**config.mk**
```make
export PLATFORM = sky130hd
export DESIGN_NAME = memsel_guard
export DESIGN_NICKNAME = d
export VERILOG_FILES = /design/src/rtl/memsel_pkg.sv /design/src/rtl/memsel_cfg.sv /design/src/rtl/memsel_region.sv /design/src/rtl/memsel_devdec.sv /design/src/rtl/memsel_guard.sv
export SDC_FILE = /design/constraint.sdc
export NUM_CORES = 1
export LEC_CHECK = 0
export CAP_MARGIN = 20
export CORE_UTILIZATION = 50
export CTS_CLUSTER_SIZE = 14
export DETAILED_ROUTE_END_ITERATION = 12
export DONT_BUFFER_PORTS = 1
export GPL_ROUTABILITY_DRIVEN = 1
export HOLD_SLACK_MARGIN = 0.15
export PLACE_DENSITY_LB_ADDON = 0.25
export RECOVER_POWER = 100
export SYNTH_ARGS = -nofsm -noshare
export SYNTH_HDL_FRONTEND = slang
export SYNTH_SLANG_ARGS = --single-unit
```
**constraint.sdc**
```tcl
create_clock -name clk -period 3.5 [get_ports clk]
set_input_delay 0.35 -clock clk [delete_from_list [all_inputs] [get_ports clk]]
set_output_delay 0.35 -clock clk [all_outputs]
set_load 0.02 [all_outputs]
```
**src/rtl/memsel_pkg.sv**
```systemverilog
package memsel_pkg;

  // Region classes seen by the decoder; order carries no meaning.
  typedef enum logic [2:0] {
    RG_NONE  = 3'd0,
    RG_OS    = 3'd1,
    RG_AUX   = 3'd2,
    RG_ALIAS = 3'd3,
    RG_B0    = 3'd4,
    RG_B1    = 3'd5
  } region_t;

  // Half-open range test with one spare bit so base + bytes cannot wrap.
  function automatic logic in_window(input logic [32:0] a,
                                     input logic [32:0] base,
                                     input logic [32:0] bytes);
    return (a >= base) && (a < (base + bytes));
  endfunction

endpackage

```
**src/rtl/memsel_cfg.sv**
```systemverilog
module memsel_cfg #(
  parameter int unsigned CFG_W   = 3,
  parameter int unsigned MAX_ENC = 3
) (
  input  logic             clk,
  input  logic             rst_n,
  input  logic             cfg_we,
  input  logic [CFG_W-1:0] cfg_wdata,
  output logic [CFG_W-1:0] size_q
);

  logic             load;
  logic [CFG_W-1:0] size_d;

  always_comb begin
    load   = cfg_we && (cfg_wdata <= CFG_W'(MAX_ENC));
    size_d = load ? cfg_wdata : size_q;
  end

  always_ff @(posedge clk or negedge rst_n) begin
    if (!rst_n) begin
      size_q <= '0;
    end else if (load) begin
      size_q <= size_d;
    end
  end

  // an encoding beyond the accepted set leaves the size untouched.
  p_cfg_ignore_r8: assert property (@(posedge clk) disable iff (!rst_n)
    (cfg_we && (cfg_wdata > CFG_W'(MAX_ENC))) |=> $stable(size_q));

  // the stored encoding never leaves the accepted set.
  p_cfg_range_r8: assert property (@(posedge clk) disable iff (!rst_n)
    size_q <= CFG_W'(MAX_ENC));

endmodule

```
**src/rtl/memsel_region.sv**
```systemverilog
module memsel_region
  import memsel_pkg::*;
#(
  parameter int unsigned ADDR_W      = 32,
  parameter int unsigned CFG_W       = 3,
  parameter int unsigned DEV_LSB     = 20,
  parameter logic [31:0] RAM_BASE    = 32'h1000_0000,
  parameter logic [31:0] OS_BASE     = 32'h10C0_0000,
  parameter logic [31:0] OS_BYTES    = 32'h0020_0000,
  parameter logic [31:0] AUX_BASE    = 32'h10E0_0000,
  parameter logic [31:0] AUX_BYTES   = 32'h0020_0000,
  parameter logic [31:0] ALIAS_BYTES = 32'h0001_8000
) (
  input  logic [ADDR_W-1:0] addr,
  input  logic [CFG_W-1:0]  size_enc,
  input  logic              wr_unlock,
  output region_t           region,
  output logic              writable
);

  localparam int unsigned XW = 33;

  logic [XW-1:0] a_x;
  logic [XW-1:0] off_x;
  logic [XW-1:0] bank_bytes;
  logic          above_base;
  logic          os_hit, aux_hit, alias_hit, b0_hit, b1_hit;

  always_comb begin
    a_x        = XW'(addr);
    bank_bytes = XW'(1) << (DEV_LSB + int'(size_enc));
    above_base = a_x >= XW'(RAM_BASE);
    off_x      = a_x - XW'(RAM_BASE);
    os_hit     = in_window(a_x, XW'(OS_BASE), XW'(OS_BYTES));
    aux_hit    = in_window(a_x, XW'(AUX_BASE), XW'(AUX_BYTES));
    alias_hit  = a_x < XW'(ALIAS_BYTES);
    b0_hit     = above_base && (off_x < bank_bytes);
    b1_hit     = above_base && (off_x >= bank_bytes) && (off_x < (bank_bytes << 1));
  end

  // ROM windows win over a large bank 1 that reaches into them.
  always_comb begin
    region   = RG_NONE;
    writable = 1'b0;
    if (os_hit) begin
      region = RG_OS;
    end else if (aux_hit) begin
      region = RG_AUX;
    end else if (alias_hit) begin
      region   = RG_ALIAS;
      writable = 1'b1;
    end else if (b0_hit) begin
      region   = RG_B0;
      writable = wr_unlock;
    end else if (b1_hit) begin
      region   = RG_B1;
      writable = wr_unlock;
    end
  end

endmodule

```
**src/rtl/memsel_devdec.sv**
```systemverilog
module memsel_devdec #(
  parameter int unsigned DEV_N = 8,
  parameter int unsigned IDX_W = $clog2(DEV_N)
) (
  input  logic             en,
  input  logic [IDX_W-1:0] idx,
  output logic [DEV_N-1:0] dev_n
);

  for (genvar g = 0; g < DEV_N; g++) begin : g_dev
    assign dev_n[g] = ~(en && (idx == IDX_W'(g)));
  end

endmodule

```
**src/rtl/memsel_guard.sv**
```systemverilog
module memsel_guard
  import memsel_pkg::*;
#(
  parameter int unsigned ADDR_W      = 32,
  parameter int unsigned CFG_W       = 3,
  parameter int unsigned MAX_ENC     = 3,
  parameter int unsigned DEV_N       = 8,
  parameter int unsigned DEV_LSB     = 20,
  parameter logic [31:0] RAM_BASE    = 32'h1000_0000,
  parameter logic [31:0] OS_BASE     = 32'h10C0_0000,
  parameter logic [31:0] OS_BYTES    = 32'h0020_0000,
  parameter logic [31:0] AUX_BASE    = 32'h10E0_0000,
  parameter logic [31:0] AUX_BYTES   = 32'h0020_0000,
  parameter logic [31:0] ALIAS_BYTES = 32'h0001_8000
) (
  input  logic              clk,
  input  logic              rst_n,
  input  logic [ADDR_W-1:0] addr,
  input  logic              wr,
  input  logic              cyc_valid,
  input  logic              refresh_req,
  input  logic              wr_unlock,
  input  logic              cfg_we,
  input  logic [CFG_W-1:0]  cfg_wdata,
  output logic [CFG_W-1:0]  cfg_rdata,
  output logic              rom_os_n,
  output logic              rom_aux_n,
  output logic [DEV_N-1:0]  ram_dev_n,
  output logic              ram_b1_n,
  output logic              ram_oe_n,
  output logic              bus_err
);

  localparam int unsigned IDX_W = $clog2(DEV_N);

  // Asynchronous assert, synchronous release.
  logic [1:0] rst_sync;
  logic       rst_s_n;

  always_ff @(posedge clk or negedge rst_n) begin
    if (!rst_n) begin
      rst_sync <= 2'b00;
    end else begin
      rst_sync <= {rst_sync[0], 1'b1};
    end
  end

  assign rst_s_n = rst_sync[1];

  logic [CFG_W-1:0] size_q;
  region_t          region;
  logic             writable;
  logic             blocked;
  logic             go;
  logic             dev_en;
  logic [IDX_W-1:0] dev_idx;
  logic             bus_err_d;

  memsel_cfg #(
    .CFG_W   (CFG_W),
    .MAX_ENC (MAX_ENC)
  ) u_cfg (
    .clk       (clk),
    .rst_n     (rst_s_n),
    .cfg_we    (cfg_we),
    .cfg_wdata (cfg_wdata),
    .size_q    (size_q)
  );

  memsel_region #(
    .ADDR_W      (ADDR_W),
    .CFG_W       (CFG_W),
    .DEV_LSB     (DEV_LSB),
    .RAM_BASE    (RAM_BASE),
    .OS_BASE     (OS_BASE),
    .OS_BYTES    (OS_BYTES),
    .AUX_BASE    (AUX_BASE),
    .AUX_BYTES   (AUX_BYTES),
    .ALIAS_BYTES (ALIAS_BYTES)
  ) u_region (
    .addr      (addr),
    .size_enc  (size_q),
    .wr_unlock (wr_unlock),
    .region    (region),
    .writable  (writable)
  );

  always_comb begin
    blocked   = cyc_valid && wr && (region != RG_NONE) && !writable;
    go        = cyc_valid && !blocked;
    rom_os_n  = ~(go && (region == RG_OS));
    rom_aux_n = ~(go && (region == RG_AUX));
    ram_b1_n  = ~(go && (region == RG_B1));
    dev_en    = go && ((region == RG_B0) || (region == RG_ALIAS));
    dev_idx   = (region == RG_ALIAS) ? '0 : addr[DEV_LSB +: IDX_W];
    bus_err_d = blocked;
  end

  memsel_devdec #(
    .DEV_N (DEV_N),
    .IDX_W (IDX_W)
  ) u_devdec (
    .en    (dev_en),
    .idx   (dev_idx),
    .dev_n (ram_dev_n)
  );

  always_comb begin
    ram_oe_n = ~((~&ram_dev_n) || !ram_b1_n || refresh_req);
  end

  always_ff @(posedge clk or negedge rst_s_n) begin
    if (!rst_s_n) begin
      bus_err <= 1'b0;
    end else begin
      bus_err <= bus_err_d;
    end
  end

  assign cfg_rdata = size_q;

  // ---------------- assertions ----------------
  logic [DEV_N+2:0] all_sel_n;
  logic             rom_addr;

  always_comb begin
    all_sel_n = {rom_os_n, rom_aux_n, ram_dev_n, ram_b1_n};
    rom_addr  = in_window(33'(addr), 33'(OS_BASE), 33'(OS_BYTES)) ||
                in_window(33'(addr), 33'(AUX_BASE), 33'(AUX_BYTES));
  end

  // never two selects at once.
  p_one_sel_r10: assert property (@(posedge clk) disable iff (!rst_s_n)
    $onehot0(~all_sel_n));

  // no select without a bus cycle.
  p_idle_quiet_r10: assert property (@(posedge clk) disable iff (!rst_s_n)
    !cyc_valid |-> (&all_sel_n));

  // a ROM write drives nothing.
  p_rom_wr_quiet_r2: assert property (@(posedge clk) disable iff (!rst_s_n)
    (cyc_valid && wr && rom_addr) |-> (&all_sel_n));

  // a ROM write is flagged in the next cycle.
  p_rom_wr_err_r7: assert property (@(posedge clk) disable iff (!rst_s_n)
    (cyc_valid && wr && rom_addr) |=> bus_err);

  // the flag only ever follows a write cycle.
  p_err_after_wr_r7: assert property (@(posedge clk) disable iff (!rst_s_n)
    bus_err |-> $past(cyc_valid && wr));

  // the low alias always reaches the first device pair.
  p_alias_open_r5: assert property (@(posedge clk) disable iff (!rst_s_n)
    (cyc_valid && (33'(addr) < 33'(ALIAS_BYTES))) |-> !ram_dev_n[0]);

  // refresh forces the output-enable.
  p_oe_refresh_r9: assert property (@(posedge clk) disable iff (!rst_s_n)
    refresh_req |-> !ram_oe_n);

endmodule

```
# [Yosys cells after proc, flatten, opt, wreduce, memory -nomap -nowiden]
# Cells that the tools add are included.
# W data, S select, Z words.
[word_totals] out_inout_bits=16 register_bits=6 in_bits=42
[op_classes] muxes=11 shift=1 n_eq_ne=12 n_reduce_logical=31 bitwise_logic=12 magnitude_cmp=10 addsub=2
[op_table] cell="$ge A32 B29 Y1 const B" count=3
[op_table] cell="$lt A33 B33 Y1" count=2
[op_table] cell="$lt A32 B29 Y1 const B" count=2
[op_table] cell="$ge A33 B33 Y1" count=1
[op_table] cell="$shl A1 B32 Y33 const A" count=1
[op_table] cell="$sub A32 B29 Y33 const B" count=1
[op_table] cell="$lt A32 B17 Y1 const B" count=1
[op_table] cell="$logic_and A1 B1 Y1" count=22
[op_table] cell="$eq A3 B3 Y1 const B" count=6
[op_table] cell="$mux W3" count=6
[op_table] cell="$eq A3 B2 Y1 const B" count=4
[op_table] cell="$not A1 Y1" count=12
[op_table] cell="$reduce_and A8 Y1" count=1
[op_table] cell="$add A5 B3 Y6 const A" count=1
[op_table] cell="$eq A3 B1 Y1 const B" count=2
[op_table] cell="$mux W1" count=5
[op_table] cell="$le A3 B2 Y1 const B" count=1
[op_table] cell="$logic_not A1 Y1" count=3
[op_table] cell="$logic_not A3 Y1" count=1
[op_table] cell="$logic_or A1 B1 Y1" count=3
[op_table] cell="$reduce_bool A3 Y1" count=1

# [Longest topological paths before layout]
# Gate-level depths: netlist (run 1).
[logic_depth] word_depth=23 depth_mapped=12

# [Modules after synthesis]
# From an unflattened synthesis (run 1), not the netlist that was laid out.
[hier_totals] cells_unflattened=155 area_unflattened_um2=1278.7
[modules_own_cells] mod="memsel_region" area_per_inst_um2=859.6 n_inst=1 cells_per_inst=116
[modules_own_cells] mod="memsel_guard" area_per_inst_um2=216.5 n_inst=1 cells_per_inst=24
[modules_own_cells] mod="memsel_cfg" area_per_inst_um2=126.4 n_inst=1 cells_per_inst=7
[modules_own_cells] mod="memsel_devdec" area_per_inst_um2=76.3 n_inst=1 cells_per_inst=8

# [Worst setup path before layout (run 1)]
# Ideal clock, no wire load.
[synth_path] kind="register to output" start="reg u_cfg.size_q[1]" end="out ram_dev_n[2]" path_stages_with_launch=12 path_buffers=2 setup_slack_ps=344 required_ps=3150 arrival_time_ps=2806 cell_sequence="dfrtp_1 > clkbuf_1 > or3b_2 > ha_1 > o211ai_1 > a211oi_1 > nor2_1 > o21ai_0 > a211oi_2 > a31oi_2 > buf_6 > nand4b_1"
[synth_via] elab_chain_cells=18
[synth_lines] item="from (decl)" line_no="memsel_cfg.sv:9" source="output logic [CFG_W-1:0] size_q"
[synth_lines] item="from (signal assigned)" line_no="memsel_cfg.sv:24" source="size_q <= size_d;"
[synth_lines] item="$add A5 B3 Y6 *" line_no="memsel_region.sv:31" source="bank_bytes = XW'(1) << (DEV_LSB + int'(size_enc));"
[synth_lines] item="$shl A1 B32 Y33 *" line_no="memsel_region.sv:31"
[synth_lines] item="branches (longest 14 deep; another with $ge A33 B33 Y1)"
[synth_lines] item="$logic_and A1 B1 Y1 *" line_no="memsel_devdec.sv:11" source="assign dev_n[g] = ~(en && (idx == IDX_W'(g)));"
[synth_lines] item="$not A1 Y1 *" line_no="memsel_devdec.sv:11"
[synth_lines] item="to (decl)" line_no="memsel_guard.sv:28" source="output logic [DEV_N-1:0] ram_dev_n,"
# Mark *: on every way between the ends.

# [Worst setup path in the final report (run 1)]
[layout_path] start="reg u_cfg.size_q[0]" end="out ram_dev_n[2]"
# The elaborated chain is that of the path after synthesis.

==> summary.log, run 1 <==
INFO  die            die_h=50.8um
INFO  timing         final-max-slew-violation-count=0
INFO  route          num_vias=1209
INFO  synthesis      ys_ff_latch=6
INFO  cts            tritoncts_buffer_count=3
INFO  critical_path  crit_type=reg -> out
INFO  status         outcome=completed
INFO  cts            cts_tree=yes
INFO  placed_design  preCtsSetupSlack=0.215ns
INFO  power_and_ir_drop intPower=177uW
INFO  final_layout   antennaDiodeCount=0
INFO  timing         finalSetupViolCount=0
INFO  synthesis      synthDominantCellAreaShare=26.3%
INFO  timing         worst_hold_slack=0.256ns
INFO  flow_run       maxCapViolations=0
INFO  global_routing globalRoute.totalOverflow=0
INFO  power_and_ir_drop clock_network_fraction_of_total_power=22.4%
INFO  final_layout   final_instance_area=1330um^2
INFO  critical_path  worstSetupEndpointType=primary output
INFO  power_and_ir_drop share_seq_of_total_power=28.0%
INFO  route          routed_wl=3110um
INFO  power_and_ir_drop power.density_cell_area=224nW/um^2
INFO  synthesis      synth.largest_area_cell=ha_1
INFO  synthesis      post_synth_main_area_contributors=ha_1 26%, dfrtp_1 13%, nand2_1 4.7%
INFO  cts            clk-insertion-delay-late=0.25ns
INFO  route          ant_nets=0
INFO  global_routing grt_first_pass_wirelength=4750um
INFO  synthesis      post_synth_num_cell_types=41
INFO  placed_design  post-dp-hpwl=2430um
INFO  global_routing pin_count_of_the_biggest_net_entering_global_routing=13
INFO  synthesis      synth_seq_area_share=12.6%
INFO  power_and_ir_drop combinational_group_share_of_total_power=49.6%
INFO  critical_path  startpoint_type=flip-flop
INFO  cts            clock_tree.root_cell=clkbuf_4
INFO  global_routing grt.total_usage=24.4%
INFO  route          viasPerCell=6.33
INFO  power_and_ir_drop ir_worst_vdd=0.000292V
INFO  final_layout   design.final.nets=232
INFO  synthesis      syn_inst=150
INFO  final_layout   synthToLayoutAreaGrowth=11.6%
INFO  critical_path  worst-path-max-fanout=9
INFO  synthesis      synthFlopType=dfrtp_1
INFO  die            design.core.area=2230um^2
INFO  synthesis      yosys_warnings=0
INFO  hold_path      hp_class=in -> reg
INFO  route          wl_per_cell=16.3um
INFO  timing         fmax=294MHz
INFO  cts            h-tree-depth=1
INFO  synthesis      async_flop_share=100%
INFO  cts            cts.reportedPaths.clkPinSlew=0.04ns
INFO  synthesis      synth_area=1190um^2
INFO  critical_path  reg2reg_setup_slack=0.92ns
INFO  global_routing first_global_vias=1148
INFO  die            start_util=53.3%
INFO  cts            clock-sinks=6
INFO  die            placementRows=17
INFO  synthesis      synth_top_cells_by_count=25 x ha_1, 15 x nand2_1, 11 x nor2_1
INFO  timing         min_period_over_period=97.2%
INFO  placed_design  gpl_congestion=0.845
INFO  die            io_pins=58
INFO  synthesis      synth_most_common_cell=ha_1
INFO  timing         finClkSkew=0.00535ns
INFO  global_routing initial_antenna_violation_count=0
INFO  power_and_ir_drop sw_frac_of_total=40.4%
INFO  final_layout   finalNonFillerCells=191
INFO  critical_path  worstPathRequired=3.15ns
INFO  placed_design  placedCellCount=185
INFO  timing         final-hold-violation-count=0
INFO  timing         final.setup.worst_slack=0.0974ns
INFO  synthesis      number_of_flops_mapped_to_enable_cells_by_yosys=0
INFO  cts            clockBufferDepth=2
INFO  timing         finalCriticalPeriod=3.40ns
INFO  placed_design  dpl_cell_area=1260um^2
INFO  synthesis      synthesis.area_per_instance=7.93um^2
INFO  final_layout   num-fill-cells=210
INFO  power_and_ir_drop total_switching_power=120uW
INFO  route          first_pass_iteration_count_of_the_detailed_router=5
INFO  power_and_ir_drop static-leakage-power=0.000529uW
INFO  die            fp.dieArea=2580um^2
INFO  placed_design  port-buffer-count=0
INFO  die            die_width=50.8um
INFO  critical_path  arrival=3.05ns
INFO  route          detailedRoute.firstIterationViolations=21
INFO  final_layout   post_route_cells_drive_above_1_share=14.1%
INFO  route          residual_drc=0
-- worst max-delay path, stage by stage (launching register included) --
cell and delay (ns):
dfrtp_2 0.45, or3b_2 0.52, ha_1 0.31, a21oi_1 0.13, o21ai_0 0.10, o21ai_1 0.21
nand3_2 0.16, a211oi_4 0.34, a31oi_4 0.17, buf_4 0.19, nand4b_1 0.23
-- cell usage in the layout, fill, tap and decap left out, drive strengths merged, types with 2 or more instances in the layout --
cell	Yosys	layout
a211oi	3	3
a21oi	7	7
buf	1	3
clkbuf	4	6
conb	1	8
dfrtp	6	6
dlygate4sd3	0	2
ha	25	25
inv	5	5
mux2	2	2
nand2	15	15
nand3	10	10
nand3b	3	3
nand4	4	4
nand4b	4	4
nor2	11	11
nor2b	6	6
nor3	9	9
nor4	7	7
o211ai	3	3
o21a	2	2
o21ai	6	6
-- timing repair --
item                                    in CTS  in global routing
hold endpoints to repair                     6                  0
resized for setup                            1                  6
pin swaps                                    0                  2
endpoints found under the setup margin       8                  9
hold buffers                                 2                  0
buffers inserted                             0                  1
-- metal layers --
metal	global-route usage [%]	up-vias	part of all wire [%]
li1	-	593	-
met1	26.7	547	40
met2	48.4	61	51
met3	1.52	8	5.2
met4	7.87	0	3.4
met5	0	-	0
-- state kept, by name (all words and copies together) (netlist names) --
register / cells
u_cfg.size_q: 3
rst_sync: 2
bus_err: 1
-- through the flow --
step	total power (uW)	TNS (ns)	util (%)
global placement	212	0	56.5
global route	321	-0.000921	59.4
floorplan	192	0	-
finish	297	0	59.4
CTS	287	0	58.4
detailed placement	219	0	56.5
-- final timing paths --
kind                                       from         endpoint  depth (start not counted)
worst max register to register  u_cfg.size_q[0]          bus_err                          8
max in group asynchronous           rst_sync[1]  u_cfg.size_q[0]                          1
worst min-delay path               cfg_wdata[1]  u_cfg.size_q[1]                          1
min in group asynchronous                 rst_n      rst_sync[1]                          1
worst min register to register      rst_sync[0]      rst_sync[1]                          0
worst max-delay path            u_cfg.size_q[0]     ram_dev_n[2]                         10
-- area by class of cell --
class | count | area (um^2) | area share, %
Inverter | 5 | 18.8 | 1.41
Multi-Input combinational cell | 141 | 1050 | 78.8
Sequential cell | 6 | 151 | 11.4
Tap cell | 28 | 35.0 | 2.64
Timing Repair Buffer | 8 | 53.8 | 4.05
Clock buffer | 3 | 22.5 | 1.70
-- power by group through the flow --
stage / Clock, uW / Sequential (uW) / Combinational, uW
2_1_floorplan: 0 / 83.4 / 109
3_3_place_gp: 0 / 83.0 / 129
3_5_place_dp: 0 / 84.1 / 135
4_1_cts: 65.9 / 82.3 / 139
5_1_grt: 71.7 / 84.0 / 165
6_report: 66.7 / 83.2 / 148
-- logic make-up after synthesis --
| family | after synthesis | share of synthesized area, % |
|---|---|---|
| fa+ha+maj | 25 | 26.3 |
| xor+xnor | 1 | 0.736 |
| flops | 6 | 12.6 |
| compound gates | 30 | 18.3 |
| mux | 2 | 1.89 |
| buf+inv | 10 | 3.79 |
| other cells | 1 | 0.315 |
| simple gates | 75 | 36.1 |
Note: power is estimated with default switching activity, not from simulation.
==> inputs of run 2 (changes only) <==
Settings changed: CORE_UTILIZATION 50 to 45.
==> run 2 against run 1 <==
Net effect: largest cell class unchanged; cell area shrank 1.4%; flip-flop and latch count is the same; clock skew fell by 0.0049 ns; worst hold slack better by 0.0057 ns; critical endpoint is now ram_dev_n[4]; register-to-register slack about the same; clock power is 7.5% lower.
==> summary.log, run 2 (synthesis gave the netlist of run 1 again) <==
INFO  route          residual_drc=0 [unchanged]
INFO  power_and_ir_drop sw_frac_of_total=38.1% [was 40.4%]
INFO  die            die_width=53.4um [was 50.8 um]
INFO  final_layout   design.final.nets=232 [unchanged]
INFO  cts            cts.reportedPaths.clkPinSlew=0.04ns [about the same]
INFO  die            design.core.area=2480um^2 [was 2230 um^2]
INFO  timing         finClkSkew=0.000460ns [was 0.00535 ns]
INFO  final_layout   num-fill-cells=251 [was 210]
INFO  global_routing pin_count_of_the_biggest_net_entering_global_routing=13 [unchanged]
INFO  route          num_vias=1151 [was 1209]
INFO  power_and_ir_drop static-leakage-power=0.000530uW [was 0.000529 uW]
INFO  timing         fin_setup_tns=0ns [unchanged]
INFO  timing         final.setup.worst_slack=0.180ns [was 0.0974 ns]
INFO  power_and_ir_drop total_switching_power=107uW [was 120 uW]
INFO  final_layout   antennaDiodeCount=0 [unchanged]
INFO  timing         min_period_over_period=94.8% [was 97.2%]
INFO  die            die_h=53.4um [was 50.8 um]
INFO  die            placementRows=18 [was 17]
INFO  route          first_pass_iteration_count_of_the_detailed_router=4 [was 5]
INFO  critical_path  worst-path-stages=11 [was 10]
INFO  critical_path  cpMostUsedCell=nand3_1
INFO  hold_path      holdPathEnd=u_cfg.size_q[0] [was u_cfg.size_q[1]]
INFO  power_and_ir_drop power.density_cell_area=215nW/um^2 [was 224 nW/um^2]
INFO  placed_design  preCtsSetupSlack=0.379ns [was 0.215 ns]
INFO  global_routing first_global_vias=995 [was 1148]
INFO  hold_path      hp-start=cfg_wdata[0] [was cfg_wdata[1]]
INFO  placed_design  post-dp-hpwl=2340um [was 2430 um]
INFO  critical_path  startpoint_type=flip-flop [unchanged]
INFO  die            fp.dieArea=2850um^2 [was 2580 um^2]
INFO  hold_path      hold_path_depth=1 [unchanged]
INFO  critical_path  path_cells=clkbuf_1 > nand3_1 > ha_1 > nand3_1 > o221ai_1 > nor2_1 > o21ai_1 > a211oi_2 > a31oi_2 > buf_4 > nand4_1 [was or3b_2 > ha_1 > a21oi_1 > o21ai_0 > o21ai_1 > nand3_2 > a211oi_4 > a31oi_4 > buf_4 > nand4b_1]
INFO  critical_path  r2r-start=u_cfg.size_q[2] [was u_cfg.size_q[0]]
INFO  cts            h-tree-depth=1 [unchanged]
INFO  critical_path  reg2reg_setup_slack=0.91ns [was 0.92 ns]
INFO  timing         final-max-slew-violation-count=0 [unchanged]
INFO  final_layout   multi_input_area=1020um^2 [was 1050 um^2]
INFO  die            io_pins=58 [unchanged]
INFO  cts            clock-sinks=6 [unchanged]
INFO  critical_path  worstPathRequired=3.15ns [about the same]
INFO  final_layout   post_route_cells_drive_above_1_share=13.5% [was 14.1%]
INFO  final_layout   layout.cells.most_common=ha_1 [unchanged]
INFO  global_routing grt.total_usage=19.0% [was 24.4%]
INFO  critical_path  r2r.worst_path.cells=10 [was 8]
INFO  critical_path  critPathBufInv=2 [was 1]
INFO  critical_path  cp_slowest_cell=clkbuf_1 [was or3b_2]
INFO  critical_path  crit-reg2reg-capture=bus_err [unchanged]
INFO  critical_path  arrival=2.97ns [was 3.05 ns]
INFO  critical_path  slowest_delay=0.39ns [was 0.52 ns]
INFO  power_and_ir_drop ir_worst_vdd=0.000228V [was 0.000292 V]
INFO  cts            cts_tree=yes [unchanged]
INFO  timing         fmax=301MHz [was 294 MHz]
INFO  final_layout   synthToLayoutAreaGrowth=9.99% [was 11.6%]
INFO  route          viasPerCell=5.96 [was 6.33]
INFO  critical_path  crit_type=reg -> out [unchanged]
INFO  final_layout   mostFrequentLayoutCells=25 x ha_1, 15 x nand2_1, 11 x nor2_1 [unchanged]
INFO  final_layout   biggest_register=u_cfg.size_q [unchanged]
INFO  timing         finalCriticalPeriod=3.32ns [was 3.40 ns]
INFO  die            start_util=48.0% [was 53.3%]
INFO  global_routing globalRoute.totalOverflow=0 [unchanged]
INFO  global_routing initial_antenna_violation_count=0 [unchanged]
INFO  final_layout   seqCellArea=151um^2 [unchanged]
INFO  placed_design  placedCellCount=187 [was 185]
INFO  timing         worst_hold_slack=0.262ns [was 0.256 ns]
INFO  route          wl_per_cell=13.8um [was 16.3 um]
INFO  hold_path      hp_class=in -> reg [unchanged]
INFO  critical_path  critical_path.top_delay_family=compound AO/OA/AOI/OAI gates [unchanged]
INFO  power_and_ir_drop combinational_group_share_of_total_power=48.4% [was 49.6%]
INFO  global_routing grt_first_pass_wirelength=3900um [was 4750 um]
INFO  critical_path  worst-path-max-fanout=12 [was 9]
INFO  placed_design  gpl_congestion=0.790 [was 0.845]
INFO  critical_path  worstSetupEndpointType=primary output [unchanged]
INFO  timing         final-hold-violation-count=0 [unchanged]
INFO  cts            clockBufferDepth=2 [unchanged]
INFO  timing         finalSetupViolCount=0 [unchanged]
INFO  final_layout   finalNonFillerCells=193 [was 191]
INFO  cts            clock_tree.root_cell=clkbuf_4 [unchanged]
INFO  placed_design  port-buffer-count=0 [unchanged]
INFO  route          routed_wl=2660um [was 3110 um]
INFO  power_and_ir_drop share_seq_of_total_power=29.7% [was 28.0%]
INFO  power_and_ir_drop clock_network_fraction_of_total_power=21.9% [was 22.4%]
INFO  power_and_ir_drop intPower=174uW [was 177 uW]
INFO  status         outcome=completed [unchanged]
INFO  cts            clk-insertion-delay-late=0.24ns [was 0.25 ns]
INFO  cts            tritoncts_buffer_count=3 [unchanged]
INFO  final_layout   biggestRegsByFlops=u_cfg.size_q (3), rst_sync (2), bus_err (1) [unchanged]
INFO  final_layout   largest_register_ffs=3 [unchanged]
INFO  route          ant_nets=0 [unchanged]
INFO  route          detailedRoute.firstIterationViolations=5 [was 21]
INFO  flow_run       maxCapViolations=0 [unchanged]
## run 2: worst max-delay path by stage
stage / slack (ns) / from / to
2_1_floorplan: 0.34 / u_cfg.size_q[1] / ram_dev_n[2]
3_3_place_gp: 0.44 / u_cfg.size_q[1] / ram_dev_n[0]
3_5_place_dp: 0.38 / u_cfg.size_q[1] / ram_dev_n[0]
4_1_cts: 0.1 / u_cfg.size_q[1] / ram_dev_n[0]
5_1_grt: -0.03 / u_cfg.size_q[0] / ram_oe_n
6_report: 0.18 / u_cfg.size_q[2] / ram_dev_n[4]
## run 2: metrics by stage
| stage | util [%] | total power [uW] | instance area [um^2] |
|---|---|---|---|
| floorplan | - | 192 | 1220 |
| global placement | 51.1 | 213 | 1260 |
| detailed placement | 51.1 | 218 | 1260 |
| CTS | 52.8 | 284 | 1310 |
| global route | 52.8 | 308 | 1310 |
| finish | 52.8 | 282 | 1310 |
## run 2: power by group through the flow
stage / sequential (uW) / combinational (uW) / clock (uW)
floorplan: 83.4 / 109 / 0
global placement: 84.9 / 128 / 0
detailed placement: 85.2 / 133 / 0
CTS: 83.6 / 136 / 64.8
global route: 84.8 / 157 / 66.2
finish: 83.6 / 136 / 61.7
## run 2: repair_timing
item / CTS / global route
hold endpoints to repair: 6 / 0
setup endpoints to repair: 0 / 10
resized for setup: 0 / 4
setup buffers: 0 / 1
hold buffers: 2 / 0
## run 2: final cells by class
class                   count  area share [%]
inverters                   5            1.43
well taps                  30            2.87
repair buffers              8            4.40
flip-flops and latches      6            11.6
clock buffers               3            1.72
multi-input cells         141            78.0
## run 2: per-layer routing
metal,routed length [um],global-route usage [%]
met4,27,7.46
met1,1090,20.4
met5,0,0
met2,1400,35.4
met3,146,3.74
